$ cat config.mk
export PLATFORM = sky130hd
export DESIGN_NAME = vctx_tracker
export DESIGN_NICKNAME = d
export VERILOG_FILES = /design/src/rtl/vctx_pkg.sv /design/src/rtl/vctx_valid_bits.sv /design/src/rtl/vctx_dirty.sv /design/src/rtl/vctx_fsm.sv /design/src/rtl/vctx_tracker.sv
export SDC_FILE = /design/constraint.sdc
export NUM_CORES = 1
export LEC_CHECK = 0
export BUFFER_PORTS_ARGS = -buffer_cell sky130_fd_sc_hd__buf_4
export CORE_ASPECT_RATIO = 1.25
export CORE_MARGIN = 1.5
export CORE_UTILIZATION = 41
export CTS_CLUSTER_DIAMETER = 60
export CTS_CLUSTER_SIZE = 8
export DETAILED_ROUTE_END_ITERATION = 8
export HOLD_SLACK_MARGIN = 0.06
export PLACE_DENSITY = 0.73
export SLEW_MARGIN = 20
export SYNTH_ARGS = -nofsm -noshare
export SYNTH_HDL_FRONTEND = slang
export SYNTH_SLANG_ARGS = --single-unit
$ cat constraint.sdc
create_clock -name clk -period 4.28 [get_ports clk]
set_input_delay 0.214 -clock clk [delete_from_list [all_inputs] [get_ports clk]]
set_output_delay 0.214 -clock clk [all_outputs]
set_load 0.005 [all_outputs]
$ cat src/rtl/vctx_pkg.sv
package vctx_pkg;
  typedef enum logic [1:0] {
    ST_IDLE = 2'd0,
    ST_SAVE = 2'd1,
    ST_REST = 2'd2
  } ctx_state_e;
endpackage

$ cat src/rtl/vctx_valid_bits.sv
module vctx_valid_bits #(
  parameter int NUM_REGS = 16,
  parameter int IDX_W    = $clog2(NUM_REGS)
) (
  input  logic             clk,
  input  logic             rst,
  input  logic             clr_all,
  input  logic             wr_set,
  input  logic [IDX_W-1:0] wr_idx,
  input  logic             rs_set,
  input  logic [IDX_W-1:0] rs_idx,
  input  logic [IDX_W-1:0] rd_idx,
  output logic             rd_valid
);
  logic [NUM_REGS-1:0] vbits;

  generate
    for (genvar g = 0; g < NUM_REGS; g++) begin : g_reg
      localparam logic [IDX_W-1:0] KIDX = IDX_W'(g);
      always_ff @(posedge clk) begin
        if (rst || clr_all)
          vbits[g] <= 1'b0;
        else if ((wr_set && wr_idx == KIDX) || (rs_set && rs_idx == KIDX))
          vbits[g] <= 1'b1;
      end
    end
  endgenerate

  assign rd_valid = vbits[rd_idx];


  clear_all_chk: assert property (@(posedge clk) disable iff (rst)
    clr_all |=> (vbits == '0));

  restore_sets_chk: assert property (@(posedge clk) disable iff (rst)
    (rs_set && !clr_all) |=> vbits[$past(rs_idx)]);
endmodule

$ cat src/rtl/vctx_dirty.sv
module vctx_dirty (
  input  logic clk,
  input  logic rst,
  input  logic set,
  input  logic clr,
  output logic dirty_q
);
  always_ff @(posedge clk) begin
    if (rst || clr)
      dirty_q <= 1'b0;
    else if (set)
      dirty_q <= 1'b1;
  end


  dirty_set_chk: assert property (@(posedge clk) disable iff (rst)
    (set && !clr) |=> dirty_q);
endmodule

$ cat src/rtl/vctx_fsm.sv
module vctx_fsm
  import vctx_pkg::*;
#(
  parameter int IDX_W = 4
) (
  input  logic             clk,
  input  logic             rst,
  input  logic             wr_en,
  input  logic [IDX_W-1:0] wr_idx,
  input  logic             rd_en,
  input  logic [IDX_W-1:0] rd_idx,
  input  logic             swout_req,
  input  logic             proc_start,
  input  logic             save_ack,
  input  logic             restore_ack,
  input  logic             dirty,
  input  logic             rd_valid,
  output logic             do_wr,
  output logic             do_clr_all,
  output logic             do_rs_set,
  output logic             do_dirty_clr,
  output logic             save_req,
  output logic             restore_req,
  output logic [IDX_W-1:0] restore_idx,
  output logic             stall
);
  ctx_state_e state_q, state_d;
  logic       idle, start_save, start_rest, ops_ok;

  assign idle       = (state_q == ST_IDLE);
  assign ops_ok     = idle && !swout_req && !proc_start;
  assign start_save = idle && swout_req && dirty;
  assign do_clr_all = idle && !swout_req && proc_start;
  assign do_wr      = ops_ok && wr_en;
  assign start_rest = ops_ok && rd_en && !rd_valid &&
                      !(wr_en && (wr_idx == rd_idx));
  assign do_rs_set    = (state_q == ST_REST) && restore_ack;
  assign do_dirty_clr = (state_q == ST_SAVE) && save_ack;

  always_comb begin
    state_d = state_q;
    case (state_q)
      ST_IDLE: begin
        if (start_save)      state_d = ST_SAVE;
        else if (start_rest) state_d = ST_REST;
      end
      ST_SAVE: if (save_ack)    state_d = ST_IDLE;
      ST_REST: if (restore_ack) state_d = ST_IDLE;
      default: state_d = ST_IDLE;
    endcase
  end

  always_ff @(posedge clk) begin
    if (rst) begin
      state_q     <= ST_IDLE;
      save_req    <= 1'b0;
      restore_req <= 1'b0;
      stall       <= 1'b0;
      restore_idx <= '0;
    end else begin
      state_q     <= state_d;
      save_req    <= (state_d == ST_SAVE);
      restore_req <= (state_d == ST_REST);
      stall       <= (state_d != ST_IDLE);
      if (start_rest) restore_idx <= rd_idx;
    end
  end


  reset_idle_chk: assert property (@(posedge clk)
    rst |=> (!stall && !save_req && !restore_req));

  one_req_chk: assert property (@(posedge clk) disable iff (rst)
    $onehot0({save_req, restore_req}));

  save_hold_chk: assert property (@(posedge clk) disable iff (rst)
    (save_req && !save_ack) |=> (save_req && stall));

  save_done_chk: assert property (@(posedge clk) disable iff (rst)
    (save_req && save_ack) |=> (!save_req && !stall));

  restore_hold_chk: assert property (@(posedge clk) disable iff (rst)
    (restore_req && !restore_ack) |=> (restore_req && $stable(restore_idx)));

  clean_swout_chk: assert property (@(posedge clk) disable iff (rst)
    (!stall && swout_req && !dirty) |=> (!save_req && !stall));
endmodule

$ cat src/rtl/vctx_tracker.sv
module vctx_tracker #(
  parameter int NUM_REGS = 16,
  localparam int IDX_W   = $clog2(NUM_REGS)
) (
  input  logic             clk,
  input  logic             rst,
  input  logic             wr_en,
  input  logic [IDX_W-1:0] wr_idx,
  input  logic             rd_en,
  input  logic [IDX_W-1:0] rd_idx,
  input  logic             swout_req,
  input  logic             proc_start,
  input  logic             save_ack,
  input  logic             restore_ack,
  output logic             save_req,
  output logic             restore_req,
  output logic [IDX_W-1:0] restore_idx,
  output logic             stall
);
  logic dirty, rd_valid, do_wr, do_clr_all, do_rs_set, do_dirty_clr;

  vctx_fsm #(.IDX_W(IDX_W)) u_fsm (
    .clk(clk), .rst(rst),
    .wr_en(wr_en), .wr_idx(wr_idx), .rd_en(rd_en), .rd_idx(rd_idx),
    .swout_req(swout_req), .proc_start(proc_start),
    .save_ack(save_ack), .restore_ack(restore_ack),
    .dirty(dirty), .rd_valid(rd_valid),
    .do_wr(do_wr), .do_clr_all(do_clr_all), .do_rs_set(do_rs_set),
    .do_dirty_clr(do_dirty_clr),
    .save_req(save_req), .restore_req(restore_req),
    .restore_idx(restore_idx), .stall(stall)
  );

  vctx_dirty u_dirty (
    .clk(clk), .rst(rst), .set(do_wr), .clr(do_dirty_clr), .dirty_q(dirty)
  );

  vctx_valid_bits #(.NUM_REGS(NUM_REGS), .IDX_W(IDX_W)) u_valid (
    .clk(clk), .rst(rst), .clr_all(do_clr_all),
    .wr_set(do_wr), .wr_idx(wr_idx),
    .rs_set(do_rs_set), .rs_idx(restore_idx),
    .rd_idx(rd_idx), .rd_valid(rd_valid)
  );
endmodule

== After elaboration in Yosys (flattened, before gate mapping) ==
Index checks and enable logic that the tools add are counted.

* Logic and storage cells: 135
* Bits in registers: 26
* Output and inout port bits: 7

* Equality and inequality tests: 35
* Reductions and logical operators: 70
* Magnitude comparators: 1
* Mux-type cells: 7

{| class="wikitable"
|+ Operators by type and width
! cell !! count
|-
| $eq 4x4->1 const B || 16
|-
| $logic_and 1x1->1 || 44
|-
| $eq 4x3->1 const B || 8
|-
| $logic_or 1x1->1 || 18
|-
| $eq 4x2->1 const B || 4
|-
| $eq 4x1->1 const B || 2
|-
| $logic_not 4->1 || 2
|-
| $mux 2 || 4
|-
| $pmux 2 s3 || 1
|-
| $lt 4x5->1 const B || 1
|-
| $bmux 1 s4 || 1
|-
| $eq 2x1->1 const B || 2
|-
| $eq 2x2->1 const B || 2
|-
| $eq 4x4->1 || 1
|-
| $logic_not 1->1 || 4
|-
| $logic_not 2->1 || 1
|-
| $reduce_bool 2->1 || 1
|-
| $mux 1 || 1
|}

== Logic depth before layout (Yosys ltp) ==
* Depth after elaboration: 10
* Gate-level depth with buffers: 6
* Depth with buffers taken out: 5

== By module ==
Synthesis repeated with hierarchy kept, for this count alone.

* Cells, all modules: 131
* Area total of the unflattened synthesis: 1306.3 um2

{| class="wikitable"
|+ Modules (own cells, without submodules)
! module !! area each (um2) !! cells an instance !! times used
|-
| vctx_valid_bits || 794.5 || 75 || 1
|-
| vctx_fsm || 478.0 || 53 || 1
|-
| vctx_dirty || 33.8 || 3 || 1
|}

== Worst setup path before layout ==
Ideal clock, no wire load.

* Kind: input port to flip-flop
* Start: in rd_idx[0]
* End: reg u_fsm.restore_idx[0]
* Stages: 6
* Path buffers: 1
* Arrival time: 1.662 ns
* Slack: 2.546 ns
* Library setup time: 0.072 ns
* Required time: 4.208 ns
* Cell sequence: buf_6 mux4_2 nor2b_1 a211o_1 a21boi_4 mux2i_1

* Longest elaborated chain between the ends: 5
* Elaborated cells between the ends (all ways): 8
* Those cells by class: eq/ne (1); mux (2); reduce/logical (5)

{| class="wikitable"
|+ RTL lines
! what !! line !! source
|-
| start: declaration || vctx_tracker.sv:10 || <nowiki>input logic [IDX_W-1:0] rd_idx,</nowiki>
|-
| $bmux 1 s4 || vctx_valid_bits.sv:29 || <nowiki>assign rd_valid = vbits[rd_idx];</nowiki>
|-
| $mux 1 (not written as such) || vctx_valid_bits.sv:29 ||
|-
| $logic_not 1->1 || vctx_fsm.sv:35 || <nowiki>assign start_rest = ops_ok && rd_en && !rd_valid &&</nowiki>
|-
| $logic_and 1x1->1 (2 in a row) || vctx_fsm.sv:35 ||
|-
| end signal: assignment || vctx_fsm.sv:65 || <nowiki>if (start_rest) restore_idx <= rd_idx;</nowiki>
|-
| end: declaration || vctx_fsm.sv:24 || <nowiki>output logic [IDX_W-1:0] restore_idx,</nowiki>
|}

Parallel ways exist; a longest one is shown, timed or not. The select of a mux whose other input is x is not followed.
A chain may end at the register's enable or synchronous reset.

== Worst setup path in the final report ==
* Start: reg u_fsm.state_q[1]
* End: reg u_valid.vbits[1]

* Longest elaborated chain between the ends: 6
* Elaborated cells between the ends (all ways): 11
* Those cells by class: eq/ne (1); reduce/logical (10)

{| class="wikitable"
|+ RTL lines
! what !! line !! source
|-
| start: declaration || vctx_fsm.sv:27 || <nowiki>ctx_state_e state_q, state_d;</nowiki>
|-
| start signal: assignment || vctx_fsm.sv:61 || <nowiki>state_q <= state_d;</nowiki>
|-
| $logic_not 2->1 || vctx_fsm.sv:30 || <nowiki>assign idle = (state_q == ST_IDLE);</nowiki>
|-
| $logic_and 1x1->1 || vctx_fsm.sv:31, vctx_fsm.sv:33 ||
|-
| $logic_and 1x1->1 || vctx_fsm.sv:31 || <nowiki>assign ops_ok = idle && !swout_req && !proc_start;</nowiki>
|-
| $logic_and 1x1->1 || vctx_fsm.sv:34 || <nowiki>assign do_wr = ops_ok && wr_en;</nowiki>
|-
| $logic_and 1x1->1 || vctx_valid_bits.sv:23 || <nowiki>else if ((wr_set && wr_idx == KIDX) || (rs_set && rs_idx == KIDX))</nowiki>
|-
| $logic_or 1x1->1 || vctx_valid_bits.sv:23 ||
|-
| end signal: indexed assignment || vctx_valid_bits.sv:22 || <nowiki>vbits[g] <= 1'b0;</nowiki>
|-
| end signal: indexed assignment || vctx_valid_bits.sv:24 || <nowiki>vbits[g] <= 1'b1;</nowiki>
|-
| end: declaration || vctx_valid_bits.sv:15 || <nowiki>logic [NUM_REGS-1:0] vbits;</nowiki>
|}

Parallel ways exist; a longest one is shown, timed or not.

==> impl_metrics.csv <==
group,metric,value,unit
run_status,outcome,"finished, final reports clean",
logic_synthesis,syn_nets,153,
worst_hold_path,hold_path_class,"in2reg",
clock_network,clk_latency,0.33,ns
routing,drtAntennaViolNets,0,
worst_setup_path,required,4.54,ns
clock_network,cts_buffers,3,
logic_synthesis,synth_edf_count,0,
finish,area_growth,18.4,%
placement,hpwl,2220,µm
sta,worst-slew-pin-transition,0.546,ns
global_route,grt_remaining_overflow,0,
global_route,grtUsageTotal,0.182,
worst_setup_path,crit_chain,"nor4_2, nand2_1, nor3b_1, a221oi_1, nor2_1",
pwr,p_int,367,µW
pwr,seqPwrFrac,0.527,
floorplanning,coreArea,2950,µm²
worst_setup_path,critical_path.max_fanout,8,
worst_setup_path,start_kind,"flip-flop",
global_route,antenna_found_initial,0,
logic_synthesis,async_flop_share,0,
finish,fin_cells,193,
worst_setup_path,slowest_delay,0.49,ns
logic_synthesis,ys_seq_area_frac,0.411,
placement,place_ws,2.38,ns
placement,port_buffers,22,
worst_setup_path,path_class,"reg2reg",
sta,final_max_slew_viol_count,0,
pwr,powerDensity,318,nW/µm²
sta,whs,0.128,ns
sta,fmax,536,MHz
floorplanning,dieArea,3430,µm²
logic_synthesis,avgSynthCellArea,9.24,µm²
clock_network,cts_root_buf,"clkbuf_4",
logic_synthesis,synth_common_cells,"dfxtp_1, a21oi_1, nor3_1",
placement,place_inst,189,
sta,relSlewSlack,0.635,
clock_network,clock_path_buffers,2,
logic_synthesis,yosys_warnings,0,
clock_network,cts.repair.resized,0,
logic_synthesis,synth_area,1270,µm²
routing,firstDrtPassIters,4,
logic_synthesis,postSynthRegisterBits,26,
worst_setup_path,cpLargestDelayFamily,"simple AND/OR/NAND/NOR gates",
clock_network,cts_tree,"built",
floorplanning,start_util,0.430,
pwr,p_leak,0.000534,µW
worst_setup_path,end_kind,"flip-flop",
routing,drt_wl_total,2960,µm
floorplanning,fp.dieH,65.1,µm
clock_network,post_cts_buffers,0,
floorplanning,top_level_ports,23,
clock_network,htreeDepth,1,
sta,finalClockSkew,0.0154,ns
routing,dr_total_vias,1110,
clock_network,clk_pin_slew_worst_paths,0.16,ns
worst_setup_path,slowest_stage,"nor3b_1",
global_route,grt_pass1_wl,4760,µm
logic_synthesis,netlist_top_cells_area,"dfxtp_1, a21oi_1, mux4_2",
finish,antenna_cells,0,
routing,drc,0,
routing,post_drt_wl_per_cell,15.4,µm
placement,routabilityCongestion,0.867,
logic_synthesis,yosysMostFrequentCell,"dfxtp_1",
sta,timing.final.ws_setup,2.41,ns
logic_synthesis,synthDistinctLibCells,30,
logic_synthesis,synthFlopType,"dfxtp_1",
logic_synthesis,synth_top_area_frac,0.411,
sta,min_period,1.87,ns
worst_setup_path,critPathBufInv,0,
pwr,combPwrFrac,0.111,
sta,rsz0062_at_grt,"no",
worst_setup_path,cp_data_arrival_time,2.13,ns
logic_synthesis,syn_inst,137,
global_route,grt_pass1_vias,1100,
sta,setup_viol,0,
finish,drive_gt1_frac,0.223,
routing,dr.first_iter.drc_count,50,
logic_synthesis,synth_top_cell_by_area,"dfxtp_1",
clock_network,clkSinkCount,26,
pwr,p_clk_frac,0.362,
clock_network,holdBufCountCts,0,
routing,via_per_inst,5.75,
sta,finalCritPeriodShare,0.436,
sta,tns,0,ns
pwr,power_switching,110,µW
sta,hold_viol,0,
global_route,grt_max_degree,17,
finish,fin_nets,174,
run,drv_cap,0,
pwr,max-vdd-ir-drop,0.160,mV
pwr,p_sw_frac,0.230,
floorplanning,rows,22,
floorplanning,die_w,52.7,µm
==> cells by family after synthesis <==
group | synth area share
AND/OR/NAND/NOR | 0.228
AO/OA/AOI/OAI | 0.184
flip-flops | 0.411
multiplexers | 0.120
buffers and inverters | 0.0296
XOR/XNOR | 0.0277
==> metrics by stage <==
stage	instance area, µm²	utilization	total power [µW]
global route	1500	0.509	494
floorplan	1270	-	285
global placement	1450	0.491	308
detailed placement	1450	0.491	309
finish	1500	0.509	476
CTS	1500	0.509	477
==> path summary, 6_finish.rpt <==
check	cells after the start	startpoint	slack, ns	to
worst max-delay path	5	u_fsm.state_q[1]	2.41	u_valid.vbits[1]
worst min-delay path	2	rst	0.13	u_fsm.save_req
worst min register to register	2	u_valid.vbits[5]	0.51	u_valid.vbits[5]
worst max register to register	5	u_fsm.state_q[1]	2.41	u_valid.vbits[1]
==> layout by cell type (no fill, tap or decap) <==
cell type	instances
dfxtp_1	26
buf_4	22
a21oi_1	18
nor3_1	10
nor2_1	9
nand2_1	9
nand2b_1	9
nor2b_1	6
a221oi_1	6
a31oi_1	5
mux2i_1	5
mux4_2	4
nand3_1	3
xor2_1	3
clkbuf_4	3
nor3b_1	2
inv_1	2
o21a_1	2
nand3b_1	1
nor4_2	1
a21o_1	1
nand4_1	1
or3_1	1
or2_2	1
or3b_2	1
mux2_2	1
a211o_1	1
xnor2_1	1
a21boi_4	1
o31a_1	1
bufinv_16	1
==> sequential cells by signal, summed over array words and instances, names as in the netlist <==
register,cells
u_fsm.restore_req,1
u_dirty.dirty_q,1
u_fsm.save_req,1
u_fsm.state_q,2
u_fsm.stall,1
u_fsm.restore_idx,4
u_valid.vbits,16
==> layer usage <==
metal | GRT usage | wire [µm] | part of all wire | up-vias
li1 | - | - | - | 539
met1 | 0.212 | 1280 | 0.43 | 523
met2 | 0.327 | 1510 | 0.51 | 43
met3 | 0.0295 | 144 | 0.049 | 5
met4 | 0.0641 | 36 | 0.012 | 0
met5 | 0 | 0 | 0 | -
==> power by group through the flow <==
stage / combinational, µW / sequential (µW) / clock [µW]
final: 53.1 / 251 / 172
after global routing: 57.6 / 252 / 185
after CTS: 53.2 / 251 / 173
after detailed placement: 53.0 / 256 / 0
after global placement: 52.3 / 256 / 0
after floorplan: 30.9 / 255 / 0
==> area by class of cell <==
type,count,area [µm²]
clock buffers,3,22.5
clock inverters,1,30.0
fillers,289,1450
inverters,2,7.51
multi-input cells,103,708
flip-flops and latches,26,520
well taps,36,45.0
repair buffers,22,165
No activity file was read; power rests on OpenSTA's default activity.
